**src/rtl/mpu_pkg.sv**
```systemverilog
package mpu_pkg;
  localparam int NFLAG  = 6;
  localparam int FL_RDY = 0;
  localparam int FL_IDL = 1;
  localparam int FL_OVR = 2;
  localparam int FL_FER = 3;
  localparam int FL_BRK = 4;
  localparam int FL_ERR = 5;

  typedef enum logic [1:0] {
    RX_IDLE,
    RX_START,
    RX_BITS,
    RX_WAITHI
  } rx_state_e;

  typedef struct packed {
    logic [7:0] data;
    logic       mpb;
    logic       stop_ok;
  } rx_frame_t;
endpackage

```
**src/rtl/mpu_rx_frame.sv**
```systemverilog
module mpu_rx_frame
  import mpu_pkg::*;
#(
  parameter int OSR      = 16,
  parameter int NBITS    = 10,
  parameter int BRK_BITS = 11
) (
  input  logic      clk,
  input  logic      rst_n,
  input  logic      tick,
  input  logic      rxd,
  input  logic      run_en,
  input  logic      hunt_en,
  output logic      done,
  output rx_frame_t frame,
  output logic      busy,
  output logic      brk_hit
);
  localparam int BRK_LIM = OSR * BRK_BITS;
  localparam int CW      = $clog2(BRK_LIM + 1);
  localparam int BW      = $clog2(NBITS);
  localparam int HALF    = OSR / 2;

  logic            rx_q1, rx_s;
  rx_state_e       state_q, state_d;
  logic [CW-1:0]   cnt_q, cnt_d;
  logic [BW-1:0]   bit_q, bit_d;
  logic [8:0]      sh_q, sh_d;
  logic            done_d, brk_d;

  always_comb begin
    state_d = state_q;
    cnt_d   = cnt_q;
    bit_d   = bit_q;
    sh_d    = sh_q;
    done_d  = 1'b0;
    brk_d   = 1'b0;
    if (!run_en) begin
      state_d = RX_IDLE;
      cnt_d   = '0;
    end else if (tick) begin
      unique case (state_q)
        RX_IDLE: begin
          if (hunt_en && !rx_s) begin
            state_d = RX_START;
            cnt_d   = '0;
          end
        end
        RX_START: begin
          if (cnt_q == CW'(HALF - 1)) begin
            cnt_d   = '0;
            bit_d   = '0;
            state_d = rx_s ? RX_IDLE : RX_BITS;
          end else begin
            cnt_d = cnt_q + 1'b1;
          end
        end
        RX_BITS: begin
          if (cnt_q == CW'(OSR - 1)) begin
            cnt_d = '0;
            if (bit_q == BW'(NBITS - 1)) begin
              done_d  = 1'b1;
              state_d = rx_s ? RX_IDLE : RX_WAITHI;
            end else begin
              sh_d  = {rx_s, sh_q[8:1]};
              bit_d = bit_q + 1'b1;
            end
          end else begin
            cnt_d = cnt_q + 1'b1;
          end
        end
        RX_WAITHI: begin
          if (rx_s) begin
            state_d = RX_IDLE;
            cnt_d   = '0;
          end else if (cnt_q != CW'(BRK_LIM)) begin
            cnt_d = cnt_q + 1'b1;
            brk_d = (cnt_q == CW'(BRK_LIM - 1));
          end
        end
        default: state_d = RX_IDLE;
      endcase
    end
  end

  always_ff @(posedge clk or negedge rst_n) begin
    if (!rst_n) begin
      rx_q1   <= 1'b1;
      rx_s    <= 1'b1;
      state_q <= RX_IDLE;
      cnt_q   <= '0;
      bit_q   <= '0;
      sh_q    <= '0;
      done    <= 1'b0;
      brk_hit <= 1'b0;
      frame   <= '0;
    end else begin
      rx_q1   <= rxd;
      rx_s    <= rx_q1;
      state_q <= state_d;
      cnt_q   <= cnt_d;
      bit_q   <= bit_d;
      sh_q    <= sh_d;
      done    <= done_d;
      brk_hit <= brk_d;
      if (done_d) begin
        frame <= '{data: sh_q[7:0], mpb: sh_q[8], stop_ok: rx_s};
      end
    end
  end

  assign busy = (state_q != RX_IDLE);
endmodule

```
**src/rtl/mpu_rx_fifo.sv**
```systemverilog
module mpu_rx_fifo #(
  parameter int W     = 8,
  parameter int DEPTH = 16,
  parameter int AW    = $clog2(DEPTH),
  parameter int LW    = $clog2(DEPTH + 1)
) (
  input  logic          clk,
  input  logic          rst_n,
  input  logic          push,
  input  logic [W-1:0]  din,
  input  logic          pop,
  output logic [W-1:0]  dout,
  output logic [LW-1:0] level,
  output logic          full
);
  logic [W-1:0]  mem [DEPTH];
  logic [AW-1:0] wp_q, wp_d, rp_q, rp_d;
  logic [LW-1:0] lvl_d;
  logic          do_push, do_pop, empty;

  assign full    = (level == LW'(DEPTH));
  assign empty   = (level == '0);
  assign do_push = push && !full;
  assign do_pop  = pop && !empty;
  assign dout    = mem[rp_q];

  always_comb begin
    wp_d  = wp_q;
    rp_d  = rp_q;
    lvl_d = level;
    if (do_push) wp_d = (wp_q == AW'(DEPTH - 1)) ? '0 : wp_q + 1'b1;
    if (do_pop)  rp_d = (rp_q == AW'(DEPTH - 1)) ? '0 : rp_q + 1'b1;
    if (do_push && !do_pop)      lvl_d = level + 1'b1;
    else if (do_pop && !do_push) lvl_d = level - 1'b1;
  end

  always_ff @(posedge clk or negedge rst_n) begin
    if (!rst_n) begin
      wp_q  <= '0;
      rp_q  <= '0;
      level <= '0;
    end else begin
      wp_q  <= wp_d;
      rp_q  <= rp_d;
      level <= lvl_d;
    end
  end

  always_ff @(posedge clk) begin
    if (do_push) mem[wp_q] <= din;
  end
endmodule

```
**src/rtl/mpu_rx_flags.sv**
```systemverilog
module mpu_rx_flags
  import mpu_pkg::*;
#(
  parameter int TRIG     = 8,
  parameter int IDLE_LIM = 240,
  parameter int LW       = 5
) (
  input  logic             clk,
  input  logic             rst_n,
  input  logic             tick,
  input  logic             busy,
  input  logic [LW-1:0]    level,
  input  logic             ev_rdy,
  input  logic             ev_fer,
  input  logic             ev_brk,
  input  logic             ev_ovr,
  input  logic             stat_rd,
  input  logic             stat_wr,
  input  logic [NFLAG-1:0] wdata,
  output logic [NFLAG-1:0] flags
);
  localparam int TW = $clog2(IDLE_LIM + 1);

  logic [TW-1:0]    tmr_q, tmr_d;
  logic [NFLAG-1:0] fl_d, seen_q, seen_d, set_v, clr_v;
  logic             ev_idl;

  always_comb begin
    tmr_d = tmr_q;
    if (busy) tmr_d = '0;
    else if (tick && tmr_q != TW'(IDLE_LIM)) tmr_d = tmr_q + 1'b1;
  end

  assign ev_idl = (tmr_q == TW'(IDLE_LIM)) && (level != '0) && (level < LW'(TRIG));

  always_comb begin
    set_v         = '0;
    set_v[FL_RDY] = ev_rdy;
    set_v[FL_IDL] = ev_idl;
    set_v[FL_OVR] = ev_ovr;
    set_v[FL_FER] = ev_fer;
    set_v[FL_BRK] = ev_brk;
    set_v[FL_ERR] = ev_fer;
    clr_v = '0;
    if (stat_wr) begin
      clr_v         = seen_q & ~wdata;
      clr_v[FL_FER] = clr_v[FL_ERR];
    end
    fl_d = (flags & ~clr_v) | set_v;
    if (stat_rd)      seen_d = flags;
    else if (stat_wr) seen_d = '0;
    else              seen_d = seen_q;
  end

  always_ff @(posedge clk or negedge rst_n) begin
    if (!rst_n) begin
      tmr_q  <= '0;
      flags  <= '0;
      seen_q <= '0;
    end else begin
      tmr_q  <= tmr_d;
      flags  <= fl_d;
      seen_q <= seen_d;
    end
  end
endmodule

```
**src/rtl/mp_uart_rx.sv**
```systemverilog
module mp_uart_rx
  import mpu_pkg::*;
#(
  parameter int DEPTH    = 16,
  parameter int TRIG     = 8,
  parameter int OSR      = 16,
  parameter int IDLE_ETU = 15,
  parameter int LW       = $clog2(DEPTH + 1)
) (
  input  logic             clk,
  input  logic             rst_n,
  input  logic             os_tick,
  input  logic             rxd,
  input  logic             rx_en,
  input  logic             ovr_cont,
  input  logic             wake_set,
  input  logic             rd_en,
  output logic [7:0]       rd_data,
  output logic [LW-1:0]    rx_level,
  input  logic             stat_rd,
  input  logic             stat_wr,
  input  logic [NFLAG-1:0] stat_wdata,
  output logic [NFLAG-1:0] status,
  output logic             mpie
);
  logic      rst_q1, rst_i;
  logic      fr_done, fr_busy, fr_brk, fr_mpb, fr_stop;
  rx_frame_t fr;
  logic      halt, accept, good, full, push, push_id, ev_rdy, ev_fer, ev_ovr;
  logic      mpie_d;

  always_ff @(posedge clk or negedge rst_n) begin
    if (!rst_n) begin
      rst_q1 <= 1'b0;
      rst_i  <= 1'b0;
    end else begin
      rst_q1 <= 1'b1;
      rst_i  <= rst_q1;
    end
  end

  assign halt = status[FL_ERR] | status[FL_BRK] | status[FL_IDL] |
                (status[FL_OVR] & ~ovr_cont);

  mpu_rx_frame #(.OSR(OSR)) u_frame (
    .clk     (clk),
    .rst_n   (rst_i),
    .tick    (os_tick),
    .rxd     (rxd),
    .run_en  (rx_en),
    .hunt_en (!halt),
    .done    (fr_done),
    .frame   (fr),
    .busy    (fr_busy),
    .brk_hit (fr_brk)
  );

  assign fr_mpb  = fr.mpb;
  assign fr_stop = fr.stop_ok;

  always_comb begin
    accept  = fr_done && !(mpie && !fr_mpb);
    ev_fer  = accept && !fr_stop;
    good    = accept && fr_stop;
    ev_ovr  = good && full;
    push    = good && !full;
    push_id = push && mpie;
    ev_rdy  = push_id || (push && rx_level == LW'(TRIG - 1));
    mpie_d  = mpie;
    if (wake_set)     mpie_d = 1'b1;
    else if (push_id) mpie_d = 1'b0;
  end

  always_ff @(posedge clk or negedge rst_i) begin
    if (!rst_i) mpie <= 1'b0;
    else        mpie <= mpie_d;
  end

  mpu_rx_fifo #(.W(8), .DEPTH(DEPTH), .LW(LW)) u_fifo (
    .clk   (clk),
    .rst_n (rst_i),
    .push  (push),
    .din   (fr.data),
    .pop   (rd_en),
    .dout  (rd_data),
    .level (rx_level),
    .full  (full)
  );

  mpu_rx_flags #(.TRIG(TRIG), .IDLE_LIM(OSR * IDLE_ETU), .LW(LW)) u_flags (
    .clk     (clk),
    .rst_n   (rst_i),
    .tick    (os_tick),
    .busy    (fr_busy),
    .level   (rx_level),
    .ev_rdy  (ev_rdy),
    .ev_fer  (ev_fer),
    .ev_brk  (fr_brk),
    .ev_ovr  (ev_ovr),
    .stat_rd (stat_rd),
    .stat_wr (stat_wr),
    .wdata   (stat_wdata),
    .flags   (status)
  );
endmodule

```
**config.mk**
```make
export PLATFORM = sky130hd
export DESIGN_NAME = mp_uart_rx
export DESIGN_NICKNAME = d
export VERILOG_FILES = /design/src/rtl/mpu_pkg.sv /design/src/rtl/mpu_rx_frame.sv /design/src/rtl/mpu_rx_fifo.sv /design/src/rtl/mpu_rx_flags.sv /design/src/rtl/mp_uart_rx.sv
export SDC_FILE = /design/constraint.sdc
export NUM_CORES = 1
export LEC_CHECK = 0
export BUFFER_PORTS_ARGS = -buffer_cell sky130_fd_sc_hd__buf_4
export CAP_MARGIN = 10
export CORE_MARGIN = 4
export CORE_UTILIZATION = 65
export DETAILED_ROUTE_END_ITERATION = 8
export PLACE_DENSITY = 0.89
export SLEW_MARGIN = 20
export SYNTH_ARGS = -nofsm -noshare
export SYNTH_HDL_FRONTEND = slang
export SYNTH_HIERARCHICAL = 1
export SYNTH_SLANG_ARGS = --single-unit
export TNS_END_PERCENT = 10
```
**constraint.sdc**
```tcl
create_clock -name clk -period 3.95 [get_ports clk]
set_input_delay 0.1975 -clock clk [delete_from_list [all_inputs] [get_ports clk]]
set_output_delay 0.1975 -clock clk [all_outputs]
set_load 0.005 [all_outputs]
```
==> results of run 1 <==
[cells in the final DEF, fill, tap and decap left out, types with 10 or more instances in the layout]
| master | Yosys | layout |
|---|---|---|
| dfrtp_1 | 70 | 68 |
| buf_4 | 4 | 41 |
| ha_1 | 16 | 16 |
| nand3_1 | 13 | 13 |
| o21ai_0 | 26 | 26 |
| nand2b_1 | 14 | 14 |
| nor2b_1 | 11 | 11 |
| nor3_1 | 13 | 13 |
| o21ai_1 | 12 | 12 |
| clkbuf_16 | 0 | 17 |
| mux4_2 | 24 | 24 |
| inv_1 | 27 | 27 |
| nor2_1 | 27 | 27 |
| mux2_2 | 25 | 25 |
| edfxtp_1 | 128 | 128 |
| mux2_4 | 10 | 10 |
| nand2_1 | 40 | 40 |
[Yosys cell counts (8+ instances only)]
cell type	count
edfxtp_1	128
dfrtp_1	70
nand2_1	40
inv_1	27
nor2_1	27
o21ai_0	26
mux2_2	25
mux4_2	24
ha_1	16
nand2b_1	14
nand3_1	13
nor3_1	13
o21ai_1	12
nor2b_1	11
mux2_4	10
a21o_1	9
a21oi_1	8
a221o_1	8
o221ai_2	8
[routing by layer]
metal	up-vias	track usage, %	share of wire [%]
met5	-	0	0
met4	0	10.9	3.2
met3	38	4.72	4.9
met2	169	41.3	54
met1	2568	28.4	38
li1	2303	-	-
[worst paths after layout]
path                                           end             from
worst max-delay path               u_fifo/level[4]  u_fifo/level[2]
worst min-delay path            u_frame/state_q[1]            rx_en
worst max register to register     u_fifo/level[4]  u_fifo/level[2]
worst min register to register    u_frame/cnt_q[5]            rst_i
max in group asynchronous             u_frame/rx_s            rst_i
min in group asynchronous                   rst_q1            rst_n
[sequential cells by signal, summed over array words and instances, names as in the netlist, 2 cells and up]
register / cells
u_fifo/mem: 128
u_frame/frame: 10
u_frame/sh_q: 9
u_flags/tmr_q: 8
u_frame/cnt_q: 8
u_flags/flags: 6
u_fifo/level: 5
u_flags/seen_q: 5
u_fifo/rp_q: 4
u_fifo/wp_q: 4
u_frame/bit_q: 4
u_frame/state_q: 2
[per-stage QoR]
step,instances,cell area [sq um]
floorplan,589,8790
global placement,784,9160
detailed placement,784,9160
CTS,819,9810
global route,819,9810
finish,819,9810
[kinds of logic after synthesis]
kind of cell	after synthesis	share of synthesized area [%]
AO/OA/AOI/OAI	93	7.90
XOR/XNOR	8	0.798
adder cells (fa/ha/maj)	17	2.51
buffers and inverters	51	3.05
flip-flops	200	64.3
multiplexers	63	11.5
other	1	0.0427
AND/OR/NAND/NOR	156	9.88
[critical path, stage by stage, from the launching register on]
cell,delay (ns)
dfrtp_1,0.50
or4_1,0.21
nor2_2,0.06
inv_1,0.06
o2111a_2,0.21
nor2b_1,0.61
ha_1,0.33
inv_1,0.14
ha_1,0.34
a21o_1,0.20
a21oi_1,0.19
mux2i_1,0.24
xnor2_1,0.13
[power by group through the flow]
stage	logic, mW	registers (mW)	clock network, mW
finish	0.142	2.28	1.79
global route	0.162	2.29	1.92
CTS	0.142	2.28	1.82
detailed placement	0.137	2.33	0
global placement	0.129	2.32	0
floorplan	0.0940	2.32	0
[timing repair]
| action | CTS | global route |
|---|---|---|
| setup endpoints to repair | 0 | 0 |
| hold buffers | 4 | 0 |
| hold endpoints to repair | 5 | 0 |
[layout make-up]
| class | instances | area, sq um |
|---|---|---|
| clock buffers | 17 | 425 |
| clock inverters | 14 | 186 |
| fillers | 777 | 3430 |
| inverters | 29 | 109 |
| multi-input cells | 338 | 2870 |
| flip-flops and latches | 200 | 5650 |
| well taps | 176 | 220 |
| repair buffers | 45 | 348 |
==> out/results.txt, run 1 <==
register-to-register setup slack -> 0.66 ns
DRC Markers -> 0
Worst setup SP type -> flop
Synth Instances -> 589
Slew @ Worst Pin -> 0.820 ns
synth warn -> 6
Int Pwr -> 3.31 mW
Syn Nets -> 622
final WL -> 17.4 mm
Root Driver -> clkbuf_16
first-pass GRT wire length -> 28.3 mm
Clock Path Buffers -> 2
Min Clock Period, post-route -> 3.29 ns
Setup Buffers After CTS -> 0
largest net degree at the start of global routing -> 38
proportion of layout cells with a drive suffix above 1 -> 25.3%
EDFF count, synth -> 128
Iteration-0 DRC Markers -> 452
Setup Crit Path Kind -> flop to flop
gr usage total -> 23.7%
Avg Inst Size Synth -> 14.9 sq um
initial antenna violation count -> 0
nets@finish -> 664
Worst-Skew Late Latency -> 0.43 ns
IO buf count -> 34
Antenna diodes -> 0
Worst-path clk slew -> 0.07 ns
post-route ant nets -> 0
Tot Pwr -> 4.21 mW
hold depth -> 2
die footprint -> 15400 sq um
most area-hungry cell type in the Yosys netlist -> edfxtp_1
Final Max Slew Viols -> 0
H-tree levels -> 4
Reg2Reg Depth -> 12
critical path peak fanout -> 11
Floorplan Core Area -> 13200 sq um
Rel. slew slack -> 45.3%
status -> finished, final reports clean
Worst EP required -> 4.31 ns
P_sw -> 0.898 mW
RSZ-0062 raised after global routing -> false
Avg WL per Cell -> 21.3 microns
Seq/Total Area, Yosys -> 64.3%
Hold Path Class -> input pin to flop
gr ovfl total -> 0
max_cap viols -> 0
Util after Layout -> 74.1%
Setup Slack @ Placement -> 0.813 ns
clock sinks -> 200
die width -> 124 microns
routed vias -> 5078
Final setup violation count -> 0
Async S/R FF share, synth -> 36.0%
GPL Wtd Cong -> 0.939
total CTS buffers -> 17
IR Drop Worst-Case VDD -> 0.311 mV
final hold vios -> 0
Setup TNS -> 0 ns
clock share of power -> 42.4%
top_reg_cell synth -> edfxtp_1
count of cell types in the netlist -> 67
Seq pwr share -> 54.2%
vias per inst -> 6.20
placed wire-length estimate -> 11.4 mm
Peak Freq -> 304 MHz
Arr. time, crit path -> 3.64 ns
FF+latch count, synth -> 200
Yosys top cell area share -> 43.7%
Core Rows -> 42
Comb power frac -> 3.4%
final worst slack -> 0.662 ns
top post-synthesis cells by area -> edfxtp_1 44%, dfrtp_1 20%, mux4_2 6.2%
Initial Util -> 66.3%
PostCTS Resize Cnt -> 0
P_leak -> 3.39 nW
period utilisation layout -> 83.2%
Netlist Area Pre-Place -> 8790 sq um
# IOs -> 36
WHS -> 0.0247 ns
vias in the first global route -> 5292
Synth-to-Final Area Change -> 11.6%
Sw Ratio -> 21.3%
Die Y -> 124 microns
skew final -> 0.00966 ns
PD cells -> 429 nW/um^2
CP endpoint kind -> flop
DR pass1 iterations -> 5
TritonCTS clock tree -> yes
Note: power is estimated with default switching activity, not from simulation.
==> inputs of run 2 (changes only) <==
--- a/config.mk
+++ b/config.mk
@@ -8,9 +8,9 @@
 export BUFFER_PORTS_ARGS = -buffer_cell sky130_fd_sc_hd__buf_4
 export CAP_MARGIN = 10
 export CORE_MARGIN = 4
-export CORE_UTILIZATION = 65
+export CORE_UTILIZATION = 55
 export DETAILED_ROUTE_END_ITERATION = 8
-export PLACE_DENSITY = 0.89
+export PLACE_DENSITY = 0.81
 export SLEW_MARGIN = 20
 export SYNTH_ARGS = -nofsm -noshare
 export SYNTH_HDL_FRONTEND = slang
==> constraint.sdc (replaced) <==
create_clock -name clk -period 2.95 [get_ports clk]
set_input_delay 0.1475 -clock clk [delete_from_list [all_inputs] [get_ports clk]]
set_output_delay 0.1475 -clock clk [all_outputs]
set_load 0.005 [all_outputs]
==> run 2 against run 1 <==
  * Global-route usage fell by 3.5 points
  * Design area up 1.5%
  * Critical path type is now flop to primary output
  * Final cell count increased by 5.6%
  * Sequential share of layout area decreased by 0.83 points
  * Hold slack got worse by 0.0062 ns
  * Combinational power rose by 35%
  * Clock skew is 0.00063 ns lower
  * Core utilization is 9.6 points lower
  * Clock power increased by 30%
  * Via count is 2.9% higher
==> out/results.txt, run 2 (synthesis gave the netlist of run 1 again) <==
status -> finished, final reports clean
placed wire-length estimate -> 11.2 mm (-1.7%)
Final Max Slew Viols -> 0 (unchanged)
final WL -> 17.5 mm (+0.25%)
largest net degree at the start of global routing -> 39 (+2.6%)
IR Drop Worst-Case VDD -> 0.395 mV (+27%)
WHS -> 0.0185 ns (-0.00622 ns)
commonest cells after routing, fill and taps aside -> 128 x edfxtp_1, 68 x dfrtp_1, 47 x buf_4, 40 x nand2_1, 27 x nor2_1
# IOs -> 36 (unchanged)
IO buf count -> 34 (unchanged)
family with the most delay on the worst path -> flip-flops
Peak Freq -> 357 MHz
proportion of layout cells with a drive suffix above 1 -> 26.6% (+1.3 points)
Worst setup SP type -> flop
clock sinks -> 200 (unchanged)
Core Rows -> 45 (+7.1%)
Setup Slack @ Placement -> 0.0977 ns (-0.715 ns)
Setup Buffers After CTS -> 0 (unchanged)
period utilisation layout -> 95.0%
Worst-Skew Late Latency -> 0.43 ns (about the same)
hold depth -> 4 (+2)
Root Driver -> clkbuf_16
most frequent CP cell -> buf_4
Slew @ Worst Pin -> 0.824 ns (+0.00381 ns)
final hold vios -> 0 (unchanged)
Clock Path Buffers -> 2 (unchanged)
Hold Path Class -> input pin to flop
Setup TNS -> 0 ns (unchanged)
initial antenna violation count -> 0 (unchanged)
CP endpoint kind -> primary output
Min Clock Period, post-route -> 2.80 ns
Avg WL per Cell -> 20.2 microns (-5.1%)
critical path peak fanout -> 25 (+14)
Die Y -> 134 microns (+8.2%)
largest stage delay on the critical path -> 0.81 ns (+0.20 ns)
Initial Util -> 57.0% (-9.4 points)
CP bufs+invs -> 2 (unchanged)
post-route ant nets -> 0 (unchanged)
gr ovfl total -> 0 (unchanged)
cell depth of the worst setup path -> 5 (-7)
most common cell after layout, fill and taps aside -> edfxtp_1
die footprint -> 18100 sq um (+17%)
DR pass1 iterations -> 4 (-1)
DRC Markers -> 0 (unchanged)
Synth-to-Final Area Change -> 13.3%
PD cells -> 561 nW/um^2 (+31%)
Reg2Reg Depth -> 12 (unchanged)
largest registers -> u_fifo/mem x128, u_frame/frame x10, u_frame/sh_q x9
Arr. time, crit path -> 2.66 ns (-0.98 ns)
Final setup violation count -> 0 (unchanged)
die width -> 134 microns (+8.2%)
Floorplan Core Area -> 15400 sq um (+16%)
first-pass GRT wire length -> 28.1 mm (-0.64%)
vias per inst -> 6.04 (-2.6%)
final worst slack -> 0.146 ns (-0.516 ns)
Iteration-0 DRC Markers -> 352 (-22%)
skew final -> 0.00904 ns (-0.000626 ns)
nets@finish -> 674 (+1.5%)
Biggest register -> u_fifo/mem
P_leak -> 3.44 nW (+1.5%)
max_cap viols -> 0 (unchanged)
TritonCTS clock tree -> yes
Worst-path clk slew -> 0.07 ns (about the same)
vias in the first global route -> 5282 (-0.19%)
Worst EP required -> 2.80 ns (-1.51 ns)
H-tree levels -> 4 (unchanged)
post-route design area -> 9950 sq um (+1.5%)
flip-flop count of the largest register after layout -> 128 (unchanged)
Util after Layout -> 64.5% (-9.6 points)
critical path's slowest cell -> dfrtp_2
total CTS buffers -> 17 (unchanged)
routed vias -> 5225 (+2.9%)
crit-path cells -> buf_4 -> mux4_2 -> nor2b_1 -> a221o_1 -> buf_4
Rel. slew slack -> 44.8% (-0.46 points)
Antenna diodes -> 0 (unchanged)
Setup Crit Path Kind -> flop to primary output
gr usage total -> 20.1% (-3.5 points)
GPL Wtd Cong -> 0.842 (-10%)
placed cell areas -> 9290 sq um (+1.4%)
## run 2: cell types whose count changed in the layout (fill, tap and decap cells not counted), sizes merged
cell / previous run / this run
clkinvlp: 3 / 2
clkbuf: 17 / 19
bufinv: 3 / 2
clkinv: 2 / 3
dlygate4sd3: 4 / 6
buf: 41 / 49
## run 2: worst paths after layout
kind | slack (ns) | endpoint | start
min reg2reg | 0.34 | u_frame/sh_q[4] | rst_i
max | 0.15 | rd_data[6] | u_fifo/rp_q[1]
min in group asynchronous | 0.03 | rst_i | rst_n
max reg2reg | 0.22 | u_fifo/level[4] | u_fifo/level[1]
max in group asynchronous | 1.89 | u_frame/rx_q1 | rst_i
min | 0.02 | u_flags/flags[1] | stat_wdata[1]
## run 2: layout make-up
class | count | area (sq um)
Clock buffer | 19 | 433
Clock inverter | 13 | 163
Fill cell | 1075 | 5480
Inverter | 29 | 109
Multi-Input combinational cell | 338 | 2880
Sequential cell | 200 | 5650
Tap cell | 211 | 264
Timing Repair Buffer | 55 | 453
## run 2: per-stage QoR
step	cells	power, mW
4_1_cts	865	5.62
2_1_floorplan	589	3.23
3_5_place_dp	827	3.30
3_3_place_gp	827	3.28
5_1_grt	865	5.77
6_report	865	5.58
## run 2: per-layer routing
metal  track usage [%]  part of all wire (%)
met2              32.8                    50
met5                 0                     0
met1              26.5                    41
met4              8.48                   2.8
met3              4.16                   5.8
## run 2: worst register-to-register path, stage by stage, from the launching register on
cell and delay (ns):
dfrtp_1 0.39, or4_4 0.55, nor2_2 0.11, inv_1 0.06
o2111a_2 0.14, nor2b_1 0.15, ha_2 0.21, inv_2 0.10
ha_1 0.25, a21o_1 0.20, a21oi_2 0.14, mux2i_1 0.22
xnor2_1 0.14
## run 2: timing repair
| action | in CTS | in global routing |
|---|---|---|
| hold endpoints to repair | 11 | 0 |
| setup endpoints to repair | 0 | 1 |
| resized for setup | 0 | 4 |
| hold buffers | 6 | 0 |
## run 2: where the power goes
part           switching (mW)  total, mW  leakage, nW  internal (mW)
clock                    1.05       2.33        0.286           1.28
sequential             0.0644       3.06         1.84           2.99
combinational           0.101      0.191         1.31         0.0904
total                    1.22       5.58         3.44           4.36
